<file path="src/rtl/rso_pkg.sv">
package rso_pkg;

  typedef enum logic [2:0] {
    PH_HOLD,
    PH_STAB,
    PH_LOAD,
    PH_PCLD,
    PH_RUN
  } phase_e;

  // number of flops between pin release and the first sequencer transition
  localparam int unsigned SYNC_LAT = 3;

  function automatic int unsigned max2(input int unsigned a, input int unsigned b);
    return (a > b) ? a : b;
  endfunction

  function automatic int unsigned first_read_edge(input int unsigned stab);
    return stab + SYNC_LAT;
  endfunction

  function automatic int unsigned release_edge(input int unsigned stab, input int unsigned load);
    return stab + load + SYNC_LAT;
  endfunction

endpackage

</file>
<file path="src/rtl/rso_rst_sync.sv">
module rso_rst_sync (
  input  logic clk,
  input  logic rst_n_pin,
  output logic rst_s
);
  logic [1:0] sync_q;

  always_ff @(posedge clk or negedge rst_n_pin) begin
    if (!rst_n_pin) sync_q <= 2'b00;
    else            sync_q <= {sync_q[0], 1'b1};
  end

  assign rst_s = sync_q[1];
endmodule

</file>
<file path="src/rtl/rso_phase_ctrl.sv">
module rso_phase_ctrl
  import rso_pkg::*;
#(
  parameter int unsigned STAB_CYCLES = 16384,
  parameter int unsigned LOAD_CYCLES = 512,
  parameter int unsigned NUM_WORDS   = 8,
  parameter int unsigned ADDR_W      = 3,
  parameter int unsigned CNT_W       = 15
) (
  input  logic              clk,
  input  logic              rst_s,
  output phase_e            phase,
  output logic              opt_rd,
  output logic [ADDR_W-1:0] opt_addr,
  output logic              stab_end,
  output logic              load_end
);
  logic [CNT_W-1:0] cnt_q;

  assign stab_end = (phase == PH_STAB) && (cnt_q == CNT_W'(STAB_CYCLES - 1));
  assign load_end = (phase == PH_LOAD) && (cnt_q == CNT_W'(LOAD_CYCLES - 1));

  always_ff @(posedge clk or negedge rst_s) begin
    if (!rst_s) begin
      phase <= PH_HOLD;
      cnt_q <= '0;
    end else begin
      unique case (phase)
        PH_HOLD: begin
          phase <= PH_STAB;
          cnt_q <= '0;
        end
        PH_STAB: begin
          if (stab_end) begin
            phase <= PH_LOAD;
            cnt_q <= '0;
          end else begin
            cnt_q <= cnt_q + 1'b1;
          end
        end
        PH_LOAD: begin
          if (load_end) begin
            phase <= PH_PCLD;
            cnt_q <= '0;
          end else begin
            cnt_q <= cnt_q + 1'b1;
          end
        end
        PH_PCLD: phase <= PH_RUN;
        default: phase <= PH_RUN;
      endcase
    end
  end

  assign opt_rd   = (phase == PH_LOAD) && (cnt_q < CNT_W'(NUM_WORDS));
  assign opt_addr = cnt_q[ADDR_W-1:0];
endmodule

</file>
<file path="src/rtl/rso_opt_capture.sv">
module rso_opt_capture #(
  parameter int unsigned NUM_WORDS = 8,
  parameter int unsigned DATA_W    = 8,
  parameter int unsigned ADDR_W    = 3
) (
  input  logic                        clk,
  input  logic                        rst_s,
  input  logic                        opt_rd,
  input  logic [ADDR_W-1:0]           opt_addr,
  input  logic [DATA_W-1:0]           opt_rdata,
  output logic                        cap_en,
  output logic [NUM_WORDS*DATA_W-1:0] opt_regs
);
  logic              rd_q;
  logic [ADDR_W-1:0] addr_q;

  always_ff @(posedge clk or negedge rst_s) begin
    if (!rst_s) begin
      rd_q   <= 1'b0;
      addr_q <= '0;
    end else begin
      rd_q   <= opt_rd;
      addr_q <= opt_addr;
    end
  end

  assign cap_en = rd_q;

  for (genvar k = 0; k < NUM_WORDS; k++) begin : g_word
    logic [DATA_W-1:0] word_q;
    always_ff @(posedge clk or negedge rst_s) begin
      if (!rst_s)                              word_q <= '0;
      else if (rd_q && addr_q == ADDR_W'(k))   word_q <= opt_rdata;
    end
    assign opt_regs[k*DATA_W +: DATA_W] = word_q;
  end
endmodule

</file>
<file path="src/rtl/rso_seq_top.sv">
module rso_seq_top
  import rso_pkg::*;
#(
  parameter int unsigned STAB_CYCLES = 16384,
  parameter int unsigned LOAD_CYCLES = 512,
  parameter int unsigned NUM_WORDS   = 8,
  parameter int unsigned DATA_W      = 8,
  parameter int unsigned ADDR_W      = $clog2(NUM_WORDS)
) (
  input  logic                        clk,
  input  logic                        rst_n_pin,
  output logic                        opt_rd,
  output logic [ADDR_W-1:0]           opt_addr,
  input  logic [DATA_W-1:0]           opt_rdata,
  output logic [NUM_WORDS*DATA_W-1:0] opt_regs,
  output logic                        pc_load,
  output logic                        core_run,
  output logic                        seq_done
);
  localparam int unsigned CNT_W = $clog2(max2(STAB_CYCLES, LOAD_CYCLES) + 1);

  logic   rst_s;
  phase_e phase;
  logic   stab_end;
  logic   load_end;
  logic   cap_en;
  logic   done_q;

  rso_rst_sync u_sync (
    .clk       (clk),
    .rst_n_pin (rst_n_pin),
    .rst_s     (rst_s)
  );

  rso_phase_ctrl #(
    .STAB_CYCLES (STAB_CYCLES),
    .LOAD_CYCLES (LOAD_CYCLES),
    .NUM_WORDS   (NUM_WORDS),
    .ADDR_W      (ADDR_W),
    .CNT_W       (CNT_W)
  ) u_ctrl (
    .clk      (clk),
    .rst_s    (rst_s),
    .phase    (phase),
    .opt_rd   (opt_rd),
    .opt_addr (opt_addr),
    .stab_end (stab_end),
    .load_end (load_end)
  );

  rso_opt_capture #(
    .NUM_WORDS (NUM_WORDS),
    .DATA_W    (DATA_W),
    .ADDR_W    (ADDR_W)
  ) u_cap (
    .clk       (clk),
    .rst_s     (rst_s),
    .opt_rd    (opt_rd),
    .opt_addr  (opt_addr),
    .opt_rdata (opt_rdata),
    .cap_en    (cap_en),
    .opt_regs  (opt_regs)
  );

  always_ff @(posedge clk or negedge rst_s) begin
    if (!rst_s) done_q <= 1'b0;
    else        done_q <= load_end;
  end

  assign pc_load  = (phase == PH_PCLD);
  assign core_run = (phase == PH_RUN);
  assign seq_done = done_q;
endmodule

</file>
<file path="config.mk">
export PLATFORM = sky130hd
export DESIGN_NAME = rso_seq_top
export DESIGN_NICKNAME = d
export VERILOG_FILES = /design/src/rtl/rso_pkg.sv /design/src/rtl/rso_rst_sync.sv /design/src/rtl/rso_phase_ctrl.sv /design/src/rtl/rso_opt_capture.sv /design/src/rtl/rso_seq_top.sv
export SDC_FILE = /design/constraint.sdc
export NUM_CORES = 1
export LEC_CHECK = 0
export ABC_AREA = 1
export BUFFER_PORTS_ARGS = -buffer_cell sky130_fd_sc_hd__buf_2
export CAP_MARGIN = 20
export CORE_MARGIN = 2
export CORE_UTILIZATION = 45
export CTS_CLUSTER_DIAMETER = 30
export DETAILED_ROUTE_END_ITERATION = 16
export GPL_TIMING_DRIVEN = 1
export HOLD_SLACK_MARGIN = 0.08
export PLACE_DENSITY_LB_ADDON = 0.08
export SYNTH_ARGS = -nofsm -noshare
export SYNTH_HDL_FRONTEND = slang
export SYNTH_SLANG_ARGS = --single-unit
</file>
<file path="constraint.sdc">
create_clock -name clk -period 4.3 [get_ports clk]
set_clock_uncertainty 0.05 [all_clocks]
set_input_delay 0.645 -clock clk [delete_from_list [all_inputs] [get_ports clk]]
set_output_delay 0.645 -clock clk [all_outputs]
set_load 0.1 [all_outputs]
</file>
**Word-level counts from Yosys, hierarchy flattened**

Index checks and enable logic that the tools add are counted.

- Register bits: 89

- Add/subtract/negate cells: 1
- $lt $le $gt $ge: 1
- Eq/ne operators: 15
- Multiplexer cells: 6
- Reduce and logical (&&, ||, !) cells: 15

Operators by type and width:

| cell | number |
|---|---|
| one-hot mux 15 bit (3 select lines) | 1 |
| 2-to-1 mux 15 bit | 2 |
| adder 15 x 1 -> 15 bit (second input constant) | 1 |
| equality test 15 x 14 -> 1 bit (second input constant) | 1 |
| equality test 15 x 9 -> 1 bit (second input constant) | 1 |
| equality test 3 bit (second input constant) | 5 |
| < comparator 15 x 4 -> 1 bit (second input constant) | 1 |
| equality test 3 x 2 -> 1 bit (second input constant) | 4 |
| logical AND 1 bit | 11 |
| one-hot mux 3 bit (3 select lines) | 1 |
| equality test 3 x 1 -> 1 bit (second input constant) | 2 |
| logical NOT 3 bit | 2 |
| 2-to-1 mux 3 bit | 2 |
| != test 2 bit (second input constant) | 2 |
| nonzero test 3 bit | 1 |
| AND reduction 2 bit | 1 |

**Longest topological paths before layout**

Gate-level depths: netlist (run 1).

- Depth after elaboration: 4
- Depth in mapped cells: 9
- Gate-level depth less buffers: 9

**Hierarchy**

From an unflattened synthesis (run 1), not the netlist that was laid out.

- Cell total of the unflattened synthesis: 482
- Area, all modules: 4060.1 um^2

By module, submodules not included:

| module | times used | cells an instance | area an instance (um^2) |
|---|---|---|---|
| rso_opt_capture | 1 | 299 | 2768.9 |
| rso_phase_ctrl | 1 | 174 | 1193.6 |
| rso_rst_sync | 1 | 3 | 53.8 |
| rso_seq_top | 1 | 6 | 43.8 |

**Least setup slack after synthesis (run 1)**

Ideal clock, no wire load.

- Path kind: flip-flop to output port
- Start: register u_ctrl.phase[0]
- End: output opt_rd
- Data arrival time: 3786 ps
- Data required time: 3605 ps
- Setup slack: -181 ps
- Cell stages (with the launch flop): 6
- Cell sequence: dfrtp_1 > inv_1 > nand2_1 > nor2_2 > inv_1 > nor4_1

- Longest elaborated chain between the ends: 2

RTL lines:

| what | line | RTL |
|---|---|---|
| from (decl) | rso_phase_ctrl.sv:12 | `output phase_e phase,` |
| from (signal assigned) | rso_phase_ctrl.sv:25 | `phase <= PH_HOLD;` |
| from (signal assigned) | rso_phase_ctrl.sv:30 | `phase <= PH_STAB;` |
| from (signal assigned) | rso_phase_ctrl.sv:35 | `phase <= PH_LOAD;` |
| equality test 3 x 2 -> 1 bit | rso_phase_ctrl.sv:55 | `assign opt_rd = (phase == PH_LOAD) && (cnt_q < CNT_W'(NUM_WORDS));` |
| logical AND 1 bit | rso_phase_ctrl.sv:55 |  |
| to (decl) | rso_seq_top.sv:12 | `output logic opt_rd,` |

Every way passes these cells.

**Worst setup path after layout (run 1)**

- Start: register u_ctrl.phase[2]
- End: output opt_rd

The elaborated chain is that of the path after synthesis.

==> tab_implementation.tex, run 1 <==
\begin{tabular}{lr}
\hline
Metric & Value \\
\hline
\multicolumn{2}{l}{\textbf{Status}} \\
\quad Status & complete, no violations \\
\multicolumn{2}{l}{\textbf{Setup path}} \\
\quad Largest stage delay on the critical path & 480 ps \\
\quad Crit-path cells & inv\_1, nand2\_1, nor2\_2, inv\_1, nor4\_2, buf\_2 \\
\quad Critical path buffer and inverter count & 3 \\
\quad Most used cell, CP & sky130\_fd\_sc\_hd\_\_inv\_1 \\
\quad CP endpoint kind & primary output \\
\quad Critical Path Slowest Stage Cell & sky130\_fd\_sc\_hd\_\_buf\_2 \\
\quad CP Class & reg2out \\
\quad Arr. time, crit path & 2170 ps \\
\quad Maximum net fanout on the critical path & 9 \\
\quad Cell type group with the largest total delay on the critical path & buffers and inverters \\
\quad Worst endpoint required time & 3610 ps \\
\quad Category of the worst setup path launch point & register \\
\multicolumn{2}{l}{\textbf{Routing}} \\
\quad Wire length per cell & approximately 14 um \\
\quad Post-route antenna net violation count & 0 \\
\quad Initial DRC Count & around 180 \\
\quad Routed wire length & $\sim$8.4 mm \\
\quad Number of vias per cell after detailed routing & between 4 and 5 \\
\quad Number of detailed-route iterations in the first pass & 4 \\
\quad Vias & 2914 \\
\quad DRC violation count after routing & 0 \\
\multicolumn{2}{l}{\textbf{Logic synthesis}} \\
\quad Largest family of logic cells by synthesized area & simple AND/OR/NAND/NOR gates \\
\quad Share of synthesized registers carrying an async set or reset & 100\% \\
\quad Top cell type's share of synthesized area & 60.2\% \\
\quad Area fraction in compound gates after synthesis & about a tenth \\
\quad Number of flops mapped to enable cells by yosys & 0 \\
\quad Synth Register Bits & 89 \\
\quad Adder-Cell Fraction of Synth Area & less than 1\% \\
\quad Average footprint of a synthesized cell & 9.05 um\^{}2 \\
\quad Count of mapped cells out of synthesis & 409 \\
\quad Count of distinct cell types in the synthesized netlist & 27 \\
\quad Post-synthesis instance area & 3700 um\^{}2 \\
\quad Top cell type by total area after synthesis & sky130\_fd\_sc\_hd\_\_dfrtp\_1 \\
\quad Simple-gate portion of the synthesized area & 22.6\% \\
\quad Post-synth top flop & sky130\_fd\_sc\_hd\_\_dfrtp\_1 \\
\quad Xor/xnor share of the synthesized area & 0.946\% \\
\quad Yosys warns & 0 \\
\quad Top post-synthesis cells by area & sky130\_fd\_sc\_hd\_\_dfrtp\_1 (60\%), sky130\_fd\_sc\_hd\_\_nand2\_1 (12\%), sky130\_fd\_sc\_hd\_\_o21ai\_0 (7.8\%) \\
\quad Portion of netlist area occupied by mux cells & 0\% \\
\quad Sequential element share of the synthesized area & 60.2\% \\
\quad Post-Syn Nets & 420 \\
\multicolumn{2}{l}{\textbf{Floorplan}} \\
\quad Placeable core region & 8090 um\^{}2 \\
\quad Die area & 8970 um\^{}2 \\
\quad Std-Cell Rows & 33 \\
\quad Die width & 94.7 um \\
\quad \# IOs & 81 \\
\quad Y dimension of the die & 94.7 um \\
\quad Starting density of the core & between 40\% and 50\% \\
\multicolumn{2}{l}{\textbf{Place}} \\
\quad HPWL Detailed & 6.04 mm \\
\quad Port Buffers & 80 \\
\quad Final weighted congestion in routability-driven placement & around 0.92 \\
\multicolumn{2}{l}{\textbf{STA}} \\
\quad Unrepaired setup endpoints after global routing & false \\
\quad Final-report hold violation count & 0 \\
\quad Highest attainable clock frequency & roughly 350 MHz \\
\quad Fin Hold WS & 309 ps \\
\quad Slew at the pin with the worst max-slew slack & 688 ps \\
\quad Relative slew slack & 54.1\% \\
\quad Final TNS setup & 0 ps \\
\quad Final number of setup-violating endpoints & 0 \\
\quad Slew Limit Fails & 0 \\
\quad Crit path time final & 2860 ps \\
\quad Final worst path period share & 66.6\% \\
\multicolumn{2}{l}{\textbf{Global routing}} \\
\quad Number of global-route vias before repair & 2756 \\
\quad First-pass GRT wire length & between 10 and 15 mm \\
\quad Maximum number of pins on one net before global-route repair & 55 \\
\quad Combined global-route utilization of all metal layers & about a fifth \\
\quad Global route overflow & 0 \\
\quad Antenna violations before repair & 0 \\
\multicolumn{2}{l}{\textbf{Power and ir drop}} \\
\quad Leakage power & roughly 2.2 nW \\
\quad Worst voltage drop across the vdd grid & 0.000133 V \\
\quad Power density normalized to cell area & approximately 390 nW/um\^{}2 \\
\multicolumn{2}{l}{\textbf{Finish}} \\
\quad Most frequent cells in the layout & sky130\_fd\_sc\_hd\_\_nand2\_1 (115), sky130\_fd\_sc\_hd\_\_dfrtp\_1 (88), sky130\_fd\_sc\_hd\_\_buf\_2 (80) \\
\quad Fraction of layout cells with a size suffix above 1 & a little under a quarter \\
\quad Most common library cell in the layout ignoring fill and taps & sky130\_fd\_sc\_hd\_\_nand2\_1 \\
\quad Net count, final & 502 \\
\quad Antenna diode instance count & 0 \\
\quad Growth of design area from synthesis to finish & 18.4\% \\
\multicolumn{2}{l}{\textbf{Clocking}} \\
\quad Maximum level of the CTS H-tree & 3 \\
\quad Number of gates resized after cts & 0 \\
\quad Cts bufs inserted & 9 \\
\quad Number of clock sinks seen by CTS & just under 90 \\
\quad TritonCTS clock tree & done \\
\quad CTS Buffer Depth & 2 \\
\quad CTS clk-pin slew, worst paths & 90 ps \\
\quad Clk Latency, worst-skew pair & 350 ps \\
\quad Clock root buffer & sky130\_fd\_sc\_hd\_\_clkbuf\_8 \\
\multicolumn{2}{l}{\textbf{Min path}} \\
\quad Tightest Hold Check Type & reg2reg \\
\multicolumn{2}{l}{\textbf{Job}} \\
\quad Number of maximum-capacitance violations & 0 \\
\hline
\end{tabular}
-- cell type report --
| cell class | count | area [um^2] |
|---|---|---|
| Inverter | 38 | 143 |
| Tap cell | 105 | 131 |
| Multi-Input combinational cell | 271 | 1280 |
| Clock inverter | 6 | 51.3 |
| Sequential cell | 89 | 2230 |
| Clock buffer | 10 | 128 |
| Fill cell | 803 | 3710 |
| Timing Repair Buffer | 82 | 418 |
-- what timing repair did --
item | 4_1_cts | 5_1_grt
buffers inserted | 0 | 0
hold endpoints to repair | 2 | 0
hold buffers | 1 | 0
-- path summary, 6_finish.rpt --
check,slack [ps],start,endpoint,depth (start not counted)
max,1440,u_ctrl.phase[2]$_DFFE_PN0P_,opt_rd,6
min,310,u_sync.sync_q[0]$_DFF_PN0_,u_sync.sync_q[1]$_DFF_PN0_,0
max reg2reg,2480,u_ctrl.cnt_q[0]$_DFFE_PN0P_,u_ctrl.cnt_q[8]$_DFFE_PN0P_,8
min reg2reg,310,u_sync.sync_q[0]$_DFF_PN0_,u_sync.sync_q[1]$_DFF_PN0_,0
max in group asynchronous,2970,u_sync.sync_q[1]$_DFF_PN0_,u_cap.g_word[6].word_q[5]$_DFFE_PN0P_,1
min in group asynchronous,330,u_sync.sync_q[1]$_DFF_PN0_,u_cap.g_word[4].word_q[4]$_DFFE_PN0P_,0
-- metrics by stage --
stage	power, mW	cells	util [%]	setup slack (ps)	area [um^2]
6_report	1.69	601	54.2	1440	4380
5_1_grt	1.76	601	54.2	1230	4380
4_1_cts	1.71	601	54.2	1410	4380
3_5_place_dp	1.18	584	51.8	1800	4200
3_3_place_gp	1.18	584	51.8	1900	4200
2_1_floorplan	1.13	409	-	991	3710
-- registers in the layout, indices dropped and copies added (netlist names) --
signal / cells
u_cap.addr_q: 3
seq_done: 1
u_ctrl.cnt_q: 15
u_cap.g_word.word_q: 64
u_ctrl.phase: 3
u_sync.sync_q: 2
u_cap.cap_en: 1
-- worst reg2reg max path, delay by kind of cell (launching register included) --
kind,cells,cell delay (ps)
flip-flops,1,440
AND/OR/NAND/NOR,7,920
adder cells (fa/ha/maj),1,300
-- metal layers --
layer  vias up  wire length (um)  share of wire, %  global-route usage, %
li1       1479                 -                 -                      -
met1      1355              3760                45                   26.9
met2        65              4110                49                   33.5
met3        15               379               4.5                   3.43
met4         0               180               2.1                   9.18
met5         -                 0                 0                      0
-- synthesized netlist by cell type (all sizes together), types with 2 or more instances --
| cell | n |
|---|---|
| inv | 37 |
| clkbuf | 7 |
| xor2 | 4 |
| nor3 | 5 |
| buf | 4 |
| a21oi | 8 |
| nand2 | 122 |
| o211ai | 4 |
| nand4 | 9 |
| o21bai | 2 |
| o21ai | 59 |
| dfrtp | 89 |
| nor2 | 38 |
| nand3 | 16 |
-- cell families after synthesis --
logic type | Yosys count
AOI/OAI and AO/OA | 74
adders and majority gates | 1
other | 1
buffers and inverters | 49
DFF | 89
xor gates and xnor gates | 4
and+or+nand+nor | 191
-- power by group --
part	leakage, nW	switching (mW)	internal, mW
clock	0.0931	0.309	0.220
sequential	1.03	0.0230	0.864
combinational	1.08	0.243	0.0330
(Power assumes the default switching activity.)
==> run 2, diff against run 1 <==
- ABC_AREA: 1 -> 0
- clock period: 4.3 -> 2.65 ns (I/O delays scaled with it)
==> tab_implementation.tex, run 2 <==
\begin{tabular}{lr}
\hline
Metric & Value \\
\hline
\multicolumn{2}{l}{\textbf{Power and ir drop}} \\
\quad Power density normalized to cell area & 587 nW/um\^{}2 (+52\%) \\
\quad Power Internal & 1.91 mW (+71\%) \\
\quad Switching power of the nets & 0.712 mW (+24\%) \\
\quad Combinational share of power & 10.5\% (-5.8 points) \\
\quad Overall power & 2.62 mW (+55\%) \\
\quad Switching portion of total power & 27.2\% (-6.8 points) \\
\quad Clk pwr share & 35.9\% (+4.7 points) \\
\quad Leakage power & 2.17 nW (-1.4\%) \\
\quad Sequential group share of total power & 53.7\% (+1.3 points) \\
\quad Worst voltage drop across the vdd grid & 0.000305 V (+130\%) \\
\multicolumn{2}{l}{\textbf{Floorplan}} \\
\quad Die area & 8940 um\^{}2 (-0.30\%) \\
\quad Starting density of the core & 45.6\% (-0.14 points) \\
\quad \# IOs & 81 (unchanged) \\
\quad Y dimension of the die & 94.6 um (-0.15\%) \\
\quad Placeable core region & 8090 um\^{}2 (unchanged) \\
\quad Std-Cell Rows & 33 (unchanged) \\
\quad Die width & 94.6 um (-0.15\%) \\
\multicolumn{2}{l}{\textbf{Logic synthesis}} \\
\quad Post-Syn Nets & 274 (-35\%) \\
\quad Average footprint of a synthesized cell & 14.0 um\^{}2 (+55\%) \\
\quad Most common library cells after synthesis & sky130\_fd\_sc\_hd\_\_dfrtp\_1 (89), sky130\_fd\_sc\_hd\_\_mux2\_2 (64), sky130\_fd\_sc\_hd\_\_nor2\_1 (12) \\
\quad Sequential element share of the synthesized area & 60.3\% (+0.18 points) \\
\quad Most frequently used cell type in the post-synthesis netlist & sky130\_fd\_sc\_hd\_\_dfrtp\_1 \\
\quad Yosys warns & 0 (unchanged) \\
\quad Number of flops mapped to enable cells by yosys & 0 (unchanged) \\
\quad Share of synthesized registers carrying an async set or reset & 100\% (unchanged) \\
\quad Top post-synthesis cells by area & sky130\_fd\_sc\_hd\_\_dfrtp\_1 (60\%), sky130\_fd\_sc\_hd\_\_mux2\_2 (20\%), sky130\_fd\_sc\_hd\_\_nor2\_1 (1.2\%) \\
\quad Top cell type by total area after synthesis & sky130\_fd\_sc\_hd\_\_dfrtp\_1 \\
\quad Synth Register Bits & 89 (unchanged) \\
\quad Count of distinct cell types in the synthesized netlist & 44 (+63\%) \\
\quad Post-synthesis instance area & 3690 um\^{}2 (-0.30\%) \\
\quad Post-synth top flop & sky130\_fd\_sc\_hd\_\_dfrtp\_1 \\
\quad Count of mapped cells out of synthesis & 263 (-36\%) \\
\quad Top cell type's share of synthesized area & 60.3\% (+0.18 points) \\
\multicolumn{2}{l}{\textbf{STA}} \\
\quad Final TNS setup & 0 ps (unchanged) \\
\quad Slew at the pin with the worst max-slew slack & 943 ps (+255 ps) \\
\quad Slew Limit Fails & 0 (unchanged) \\
\quad Final WS setup & 73.5 ps (-1360 ps) \\
\quad Unrepaired setup endpoints after global routing & true \\
\quad Crit path time final & between 2000 and 3000 ps \\
\quad Highest attainable clock frequency & 388 MHz \\
\quad Final number of setup-violating endpoints & 0 (unchanged) \\
\quad Final worst path period share & 97.2\% \\
\quad Final-report hold violation count & 0 (unchanged) \\
\quad Relative slew slack & 37.1\% (-17 points) \\
\multicolumn{2}{l}{\textbf{Setup path}} \\
\quad Worst endpoint required time & 2200 ps (-1410 ps) \\
\quad Setup slack, reg-to-reg & 280 ps (-2200 ps) \\
\quad Maximum net fanout on the critical path & 2 (-7) \\
\quad End of the worst register-to-register path & u\_ctrl.cnt\_q[7]\$\_DFFE\_PN0P\_ \\
\quad CP Class & reg2out \\
\quad Category of the worst setup path launch point & register \\
\quad Arr. time, crit path & 2130 ps (-40 ps) \\
\quad Startpoint of the most critical register-to-register path & u\_ctrl.cnt\_q[0]\$\_DFFE\_PN0P\_ \\
\quad CP endpoint kind & primary output \\
\quad Depth of the worst register-to-register path & 6 (-2) \\
\multicolumn{2}{l}{\textbf{Global routing}} \\
\quad Met1 demand-to-capacity share in global routing & 23.8\% (-3.1 points) \\
\quad Top Usage Layer GRT & met2 \\
\quad Combined global-route utilization of all metal layers & 18.2\% (-2.3 points) \\
\quad Antenna violations before repair & 0 (unchanged) \\
\quad Maximum number of pins on one net before global-route repair & 46 (-16\%) \\
\quad Met3 Use GR & 4.23\% (+0.80 points) \\
\quad Global route overflow & 0 (unchanged) \\
\quad Met2 GRT Util & 29.3\% (-4.2 points) \\
\quad First-pass GRT wire length & 12.2 mm (-12\%) \\
\quad Number of global-route vias before repair & 2299 (-17\%) \\
\multicolumn{2}{l}{\textbf{Place}} \\
\quad Area after DPL & 4230 um\^{}2 (+0.81\%) \\
\quad Final weighted congestion in routability-driven placement & 0.910 (-1.4\%) \\
\quad HPWL Detailed & 5.27 mm (-13\%) \\
\quad Port Buffers & 80 (unchanged) \\
\quad Worst setup slack after placement & 331 ps (-1470 ps) \\
\multicolumn{2}{l}{\textbf{Finish}} \\
\quad Antenna diode instance count & 0 (unchanged) \\
\quad Area of all placed cells without fillers & 4470 um\^{}2 (+1.9\%) \\
\quad Largest register FFs & 64 (unchanged) \\
\quad Fraction of layout cells with a size suffix above 1 & 52.3\% (+29 points) \\
\quad Growth of design area from synthesis to finish & 21.1\% \\
\quad Filler Cells Inserted & 740 (-7.8\%) \\
\quad Largest regs & u\_cap.g\_word.word\_q (64), u\_ctrl.cnt\_q (15) \\
\quad Biggest register & u\_cap.g\_word.word\_q \\
\quad Most frequent cells in the layout & sky130\_fd\_sc\_hd\_\_dfrtp\_1 (86), sky130\_fd\_sc\_hd\_\_buf\_2 (79), sky130\_fd\_sc\_hd\_\_mux2\_2 (64) \\
\quad Net count, final & 361 (-28\%) \\
\quad Most common library cell in the layout ignoring fill and taps & sky130\_fd\_sc\_hd\_\_dfrtp\_1 \\
\multicolumn{2}{l}{\textbf{Clocking}} \\
\quad Clk Latency, worst-skew pair & 340 ps (about the same) \\
\quad Number of clock sinks seen by CTS & 89 (unchanged) \\
\quad Maximum level of the CTS H-tree & 3 (unchanged) \\
\quad TritonCTS clock tree & done \\
\quad CTS Buffer Depth & 2 (unchanged) \\
\quad CTS clk-pin slew, worst paths & 80 ps (about the same) \\
\quad Clock root buffer & sky130\_fd\_sc\_hd\_\_clkbuf\_8 \\
\quad Cts bufs inserted & 9 (unchanged) \\
\multicolumn{2}{l}{\textbf{Routing}} \\
\quad Wire length per cell & 16.7 um (+19\%) \\
\quad Number of detailed-route iterations in the first pass & 4 (unchanged) \\
\quad Post-route antenna net violation count & 0 (unchanged) \\
\quad Initial DRC Count & 88 (-51\%) \\
\quad Routed wire length & 7.65 mm (-9.2\%) \\
\quad DRC violation count after routing & 0 (unchanged) \\
\quad Vias & 2401 (-18\%) \\
\quad Number of vias per cell after detailed routing & 5.23 (+7.9\%) \\
\multicolumn{2}{l}{\textbf{Job}} \\
\quad Number of maximum-capacitance violations & 0 (unchanged) \\
\multicolumn{2}{l}{\textbf{Min path}} \\
\quad Tightest Hold Check Type & reg2async \\
\multicolumn{2}{l}{\textbf{Status}} \\
\quad Status & complete, no violations \\
\hline
\end{tabular}
## run 2: cell types whose count changed after synthesis, sizes merged, moves of 4 or more
cell,before,now
mux2,0,64
nor2,38,12
o21ai,59,1
nand3,16,6
nand2,122,11
nand4,9,4
o211ai,4,0
a41oi,0,4
nand4b,0,4
a31oi,0,6
inv,37,1
a22o,0,5
## run 2: layout make-up
class                           count  area, um^2  area share, %
Timing Repair Buffer               88         490           11.0
Sequential cell                    89        2230           50.0
Multi-Input combinational cell    160        1400           31.4
Inverter                            2        7.51          0.168
Tap cell                          105         131           2.94
Clock inverter                      4        52.6           1.18
Clock buffer                       11         151           3.39
## run 2: layer usage
| metal | up-vias | wire length, um |
|---|---|---|
| li1 | 1128 | - |
| met1 | 1196 | 3340 |
| met2 | 70 | 3820 |
| met3 | 7 | 394 |
| met4 | 0 | 102 |
| met5 | - | 0 |
## run 2: repair_timing
item                       in CTS  in global routing
hold endpoints to repair        2                  0
hold buffers                    1                  0
pin swaps                       2                  1
gates cloned                    0                  0
setup buffers                   2                  1
resized for setup               1                  1
setup endpoints to repair       1                  1
## run 2: critical path, stage by stage, from the launching register on
cell and delay, ps:
sky130_fd_sc_hd__dfrtp_1 390, sky130_fd_sc_hd__or4_4 560, sky130_fd_sc_hd__or3_4 400, sky130_fd_sc_hd__nor4_4 220
sky130_fd_sc_hd__buf_12 220
## run 2: worst max path at each step
stage	startpoint	to	slack [ps]	cells past startpoint
CTS	u_ctrl.cnt_q[10]$_DFFE_PN0P_	opt_rd	-30	4
detailed placement	u_ctrl.cnt_q[0]$_DFFE_PN0P_	u_ctrl.cnt_q[7]$_DFFE_PN0P_	330	6
global route	u_ctrl.cnt_q[10]$_DFFE_PN0P_	opt_rd	-10	4
floorplan	u_ctrl.cnt_q[10]$_DFFE_PN0P_	opt_rd	-180	3
global placement	u_ctrl.cnt_q[10]$_DFFE_PN0P_	opt_rd	360	4
finish	u_ctrl.cnt_q[10]$_DFFE_PN0P_	opt_rd	70	4
## run 2: cell families after synthesis
logic type                 after synthesis  share of synthesized area, %
DFF                                     89                          60.3
muxes                                   64                          19.5
and+or+nand+nor                         61                          10.4
AOI/OAI and AO/OA                       29                          5.97
buffers and inverters                   14                          2.37
xor gates and xnor gates                 4                         0.949
adders and majority gates                1                         0.339
other                                    1                         0.102
## run 2: power groups by stage
stage,combinational [mW],sequential [mW],clock [mW]
2_1_floorplan,0.0223,1.62,0
3_3_place_gp,0.274,1.44,0
3_5_place_dp,0.276,1.44,0
4_1_cts,0.277,1.41,0.969
5_1_grt,0.285,1.41,1.05
6_report,0.274,1.41,0.941
## run 2: stage by stage
stage | hold WS [ps] | instances | utilization [%]
finish | 296 | 459 | 55.2
global route | 305 | 459 | 55.2
CTS | 284 | 458 | 55.1
detailed placement | 133 | 440 | 52.3
global placement | 132 | 440 | 52.3
floorplan | 51.9 | 263 | -
==> run 3, diff against run 2 <==
- clock period: 2.65 -> 3.1 ns (I/O delays scaled with it)
==> tab_implementation.tex, run 3 (synthesis gave the netlist of run 2 again) <==
\begin{tabular}{lr}
\hline
Metric & Value \\
\hline
\multicolumn{2}{l}{\textbf{Status}} \\
\quad Status & complete, no violations \\
\multicolumn{2}{l}{\textbf{Clocking}} \\
\quad CTS clk-pin slew, worst paths & 90 ps (about the same) \\
\quad Buffers inserted by post-CTS timing repair & 0 (-2) \\
\quad Maximum level of the CTS H-tree & 3 (unchanged) \\
\quad Clock root buffer & sky130\_fd\_sc\_hd\_\_clkbuf\_8 \\
\quad CTS Buffer Depth & 2 (unchanged) \\
\quad Clk Latency, worst-skew pair & 350 ps (about the same) \\
\quad Cts bufs inserted & 9 (unchanged) \\
\quad Number of clock sinks seen by CTS & 89 (unchanged) \\
\quad TritonCTS clock tree & done \\
\multicolumn{2}{l}{\textbf{Setup path}} \\
\quad CP endpoint kind & primary output \\
\quad Category of the worst setup path launch point & register \\
\quad Largest stage delay on the critical path & 560 ps (about the same) \\
\quad Maximum net fanout on the critical path & 8 (+6) \\
\quad Worst endpoint required time & 2580 ps (+380 ps) \\
\quad Critical Path Slowest Stage Cell & sky130\_fd\_sc\_hd\_\_or4\_4 \\
\quad Crit-path cells & or4\_4, or3\_1, nor4\_4, buf\_4 \\
\quad CP Class & reg2out \\
\quad Arr. time, crit path & 2400 ps (+270 ps) \\
\multicolumn{2}{l}{\textbf{Floorplan}} \\
\quad Placeable core region & 8090 um\^{}2 (unchanged) \\
\quad Die width & 94.6 um (unchanged) \\
\quad Die area & 8940 um\^{}2 (unchanged) \\
\quad \# IOs & 81 (unchanged) \\
\quad Y dimension of the die & 94.6 um (unchanged) \\
\quad Starting density of the core & 45.6\% (unchanged) \\
\quad Std-Cell Rows & 33 (unchanged) \\
\multicolumn{2}{l}{\textbf{Global routing}} \\
\quad Maximum number of pins on one net before global-route repair & 55 (+20\%) \\
\quad Global route overflow & 0 (unchanged) \\
\quad Number of global-route vias before repair & 2293 (-0.26\%) \\
\quad Antenna violations before repair & 0 (unchanged) \\
\quad Combined global-route utilization of all metal layers & 18.7\% (+0.46 points) \\
\quad First-pass GRT wire length & 12.3 mm (+0.91\%) \\
\multicolumn{2}{l}{\textbf{Routing}} \\
\quad Post-route antenna net violation count & 0 (unchanged) \\
\quad DRC violation count after routing & 0 (unchanged) \\
\quad Wire length per cell & 16.8 um (+0.89\%) \\
\quad Vias & 2402 (+0.042\%) \\
\quad Initial DRC Count & 102 (+16\%) \\
\quad Routed wire length & 7.66 mm (about the same) \\
\quad Number of detailed-route iterations in the first pass & 4 (unchanged) \\
\quad Number of vias per cell after detailed routing & 5.28 (+0.92\%) \\
\multicolumn{2}{l}{\textbf{Power and ir drop}} \\
\quad Clk pwr share & 37.8\% (+1.9 points) \\
\quad Combinational share of power & 10.0\% (-0.5 points) \\
\quad Power Internal & 1.68 mW (-12\%) \\
\quad Leakage power & 2.14 nW (-1.3\%) \\
\quad Power density normalized to cell area & 523 nW/um\^{}2 (-11\%) \\
\quad Worst voltage drop across the vdd grid & 0.000179 V (-41\%) \\
\quad Sequential group share of total power & 52.2\% (-1.5 points) \\
\quad Switching portion of total power & 27.3\% (+0.16 points) \\
\quad Switching power of the nets & 0.631 mW (-11\%) \\
\multicolumn{2}{l}{\textbf{Finish}} \\
\quad Largest regs & u\_cap.g\_word.word\_q (64), u\_ctrl.cnt\_q (15) \\
\quad Most frequent cells in the layout & sky130\_fd\_sc\_hd\_\_dfrtp\_1 (88), sky130\_fd\_sc\_hd\_\_buf\_2 (79), sky130\_fd\_sc\_hd\_\_mux2\_2 (64) \\
\quad Most common library cell in the layout ignoring fill and taps & sky130\_fd\_sc\_hd\_\_dfrtp\_1 \\
\quad Register Area & 2230 um\^{}2 (-0.11\%) \\
\quad Largest register FFs & 64 (unchanged) \\
\quad Filler Cells Inserted & 729 (-1.5\%) \\
\quad Final cell count without fillers & 455 (-0.87\%) \\
\quad Antenna diode instance count & 0 (unchanged) \\
\quad Area of all placed cells without fillers & 4410 um\^{}2 (-1.2\%) \\
\quad Growth of design area from synthesis to finish & 19.6\% \\
\quad Fraction of layout cells with a size suffix above 1 & 50.6\% (-1.7 points) \\
\quad Footprint of the multi-input gates & 1400 um\^{}2 (-0.36\%) \\
\quad Net count, final & 356 (-1.4\%) \\
\quad Biggest register & u\_cap.g\_word.word\_q \\
\multicolumn{2}{l}{\textbf{STA}} \\
\quad Unrepaired setup endpoints after global routing & false \\
\quad Final worst path period share & between 90\% and 100\% \\
\quad Highest attainable clock frequency & 343 MHz \\
\quad Relative slew slack & 38.7\% (+1.6 points) \\
\quad Slew at the pin with the worst max-slew slack & 914 ps (-29.2 ps) \\
\quad Final TNS setup & 0 ps (unchanged) \\
\quad Fin Hold WS & 309 ps (+12.1 ps) \\
\quad Final number of setup-violating endpoints & 0 (unchanged) \\
\quad Crit path time final & 2920 ps \\
\quad Slew Limit Fails & 0 (unchanged) \\
\quad Final-report hold violation count & 0 (unchanged) \\
\multicolumn{2}{l}{\textbf{Place}} \\
\quad Final weighted congestion in routability-driven placement & 0.810 (-11\%) \\
\quad HPWL Detailed & 5.20 mm (-1.1\%) \\
\quad Number of cells after detailed placement & 438 (-0.45\%) \\
\quad Port Buffers & 80 (unchanged) \\
\quad Area after DPL & 4180 um\^{}2 (-1.1\%) \\
\multicolumn{2}{l}{\textbf{Job}} \\
\quad Number of maximum-capacitance violations & 0 (unchanged) \\
\multicolumn{2}{l}{\textbf{Min path}} \\
\quad Tightest Hold Check Type & reg2reg \\
\hline
\end{tabular}
-- run 3: cell count changes in the layout (fill, tap and decap cells not counted), moves of 2 or more --
cell,before,now
sky130_fd_sc_hd__buf_12,2,0
sky130_fd_sc_hd__clkbuf_8,11,9
sky130_fd_sc_hd__buf_4,6,3
sky130_fd_sc_hd__dfrtp_1,86,88
sky130_fd_sc_hd__dfrtp_2,2,0
-- run 3: through the flow --
step | util, % | setup WS [ps] | total power, mW
2_1_floorplan | - | 94.1 | 1.41
3_3_place_gp | 51.7 | 450 | 1.46
3_5_place_dp | 51.7 | 419 | 1.46
4_1_cts | 54.5 | 15.7 | 2.34
5_1_grt | 54.5 | 21.4 | 2.41
6_report | 54.5 | 184 | 2.31
-- run 3: worst paths after layout --
check | from | end | slack (ps) | depth (start not counted)
setup / recovery | u_ctrl.cnt_q[12]$_DFFE_PN0P_ | opt_rd | 180 | 4
hold / removal | u_sync.sync_q[0]$_DFF_PN0_ | u_sync.sync_q[1]$_DFF_PN0_ | 310 | 0
setup reg to reg | u_ctrl.cnt_q[1]$_DFFE_PN0P_ | u_ctrl.cnt_q[7]$_DFFE_PN0P_ | 740 | 6
hold reg to reg | u_sync.sync_q[0]$_DFF_PN0_ | u_sync.sync_q[1]$_DFF_PN0_ | 310 | 0
max in group asynchronous | u_sync.sync_q[1]$_DFF_PN0_ | u_cap.g_word[4].word_q[5]$_DFFE_PN0P_ | 1940 | 1
min in group asynchronous | u_sync.sync_q[1]$_DFF_PN0_ | u_cap.g_word[0].word_q[3]$_DFFE_PN0P_ | 340 | 0
-- run 3: critical path, delay by kind of cell (launching register included) --
kind,cells,cell delay [ps]
buf+inv,1,340
flops,1,470
simple gates,3,1240
-- run 3: per-layer routing --
| layer | track usage [%] | up-vias | part of all wire (%) |
|---|---|---|---|
| li1 | - | 1123 | - |
| met1 | 24.1 | 1202 | 44 |
| met2 | 29.6 | 61 | 49 |
| met3 | 5.03 | 16 | 4.8 |
| met4 | 8.21 | 0 | 2.2 |
| met5 | 0 | - | 0 |
-- run 3: cell type report --
type | count | share of cell area, %
sequential | 89 | 50.6
multi-input combinational | 160 | 31.6
timing repair buffer | 83 | 9.70
tap | 105 | 2.98
clock buffer | 10 | 2.89
clock inverter | 6 | 2.07
inverter | 2 | 0.170
-- run 3: repair_timing --
action | 4_1_cts | 5_1_grt
endpoints found under the hold margin | 2 | 0
resized for setup | 0 | 2
hold buffers | 1 | 0
endpoints found under the setup margin | 0 | 1
-- run 3: power by group through the flow --
stage | clock network, mW | registers, mW | logic, mW
2_1_floorplan | 0 | 1.39 | 0.0190
3_3_place_gp | 0 | 1.23 | 0.230
3_5_place_dp | 0 | 1.23 | 0.231
4_1_cts | 0.896 | 1.21 | 0.232
5_1_grt | 0.956 | 1.21 | 0.239
6_report | 0.872 | 1.21 | 0.231
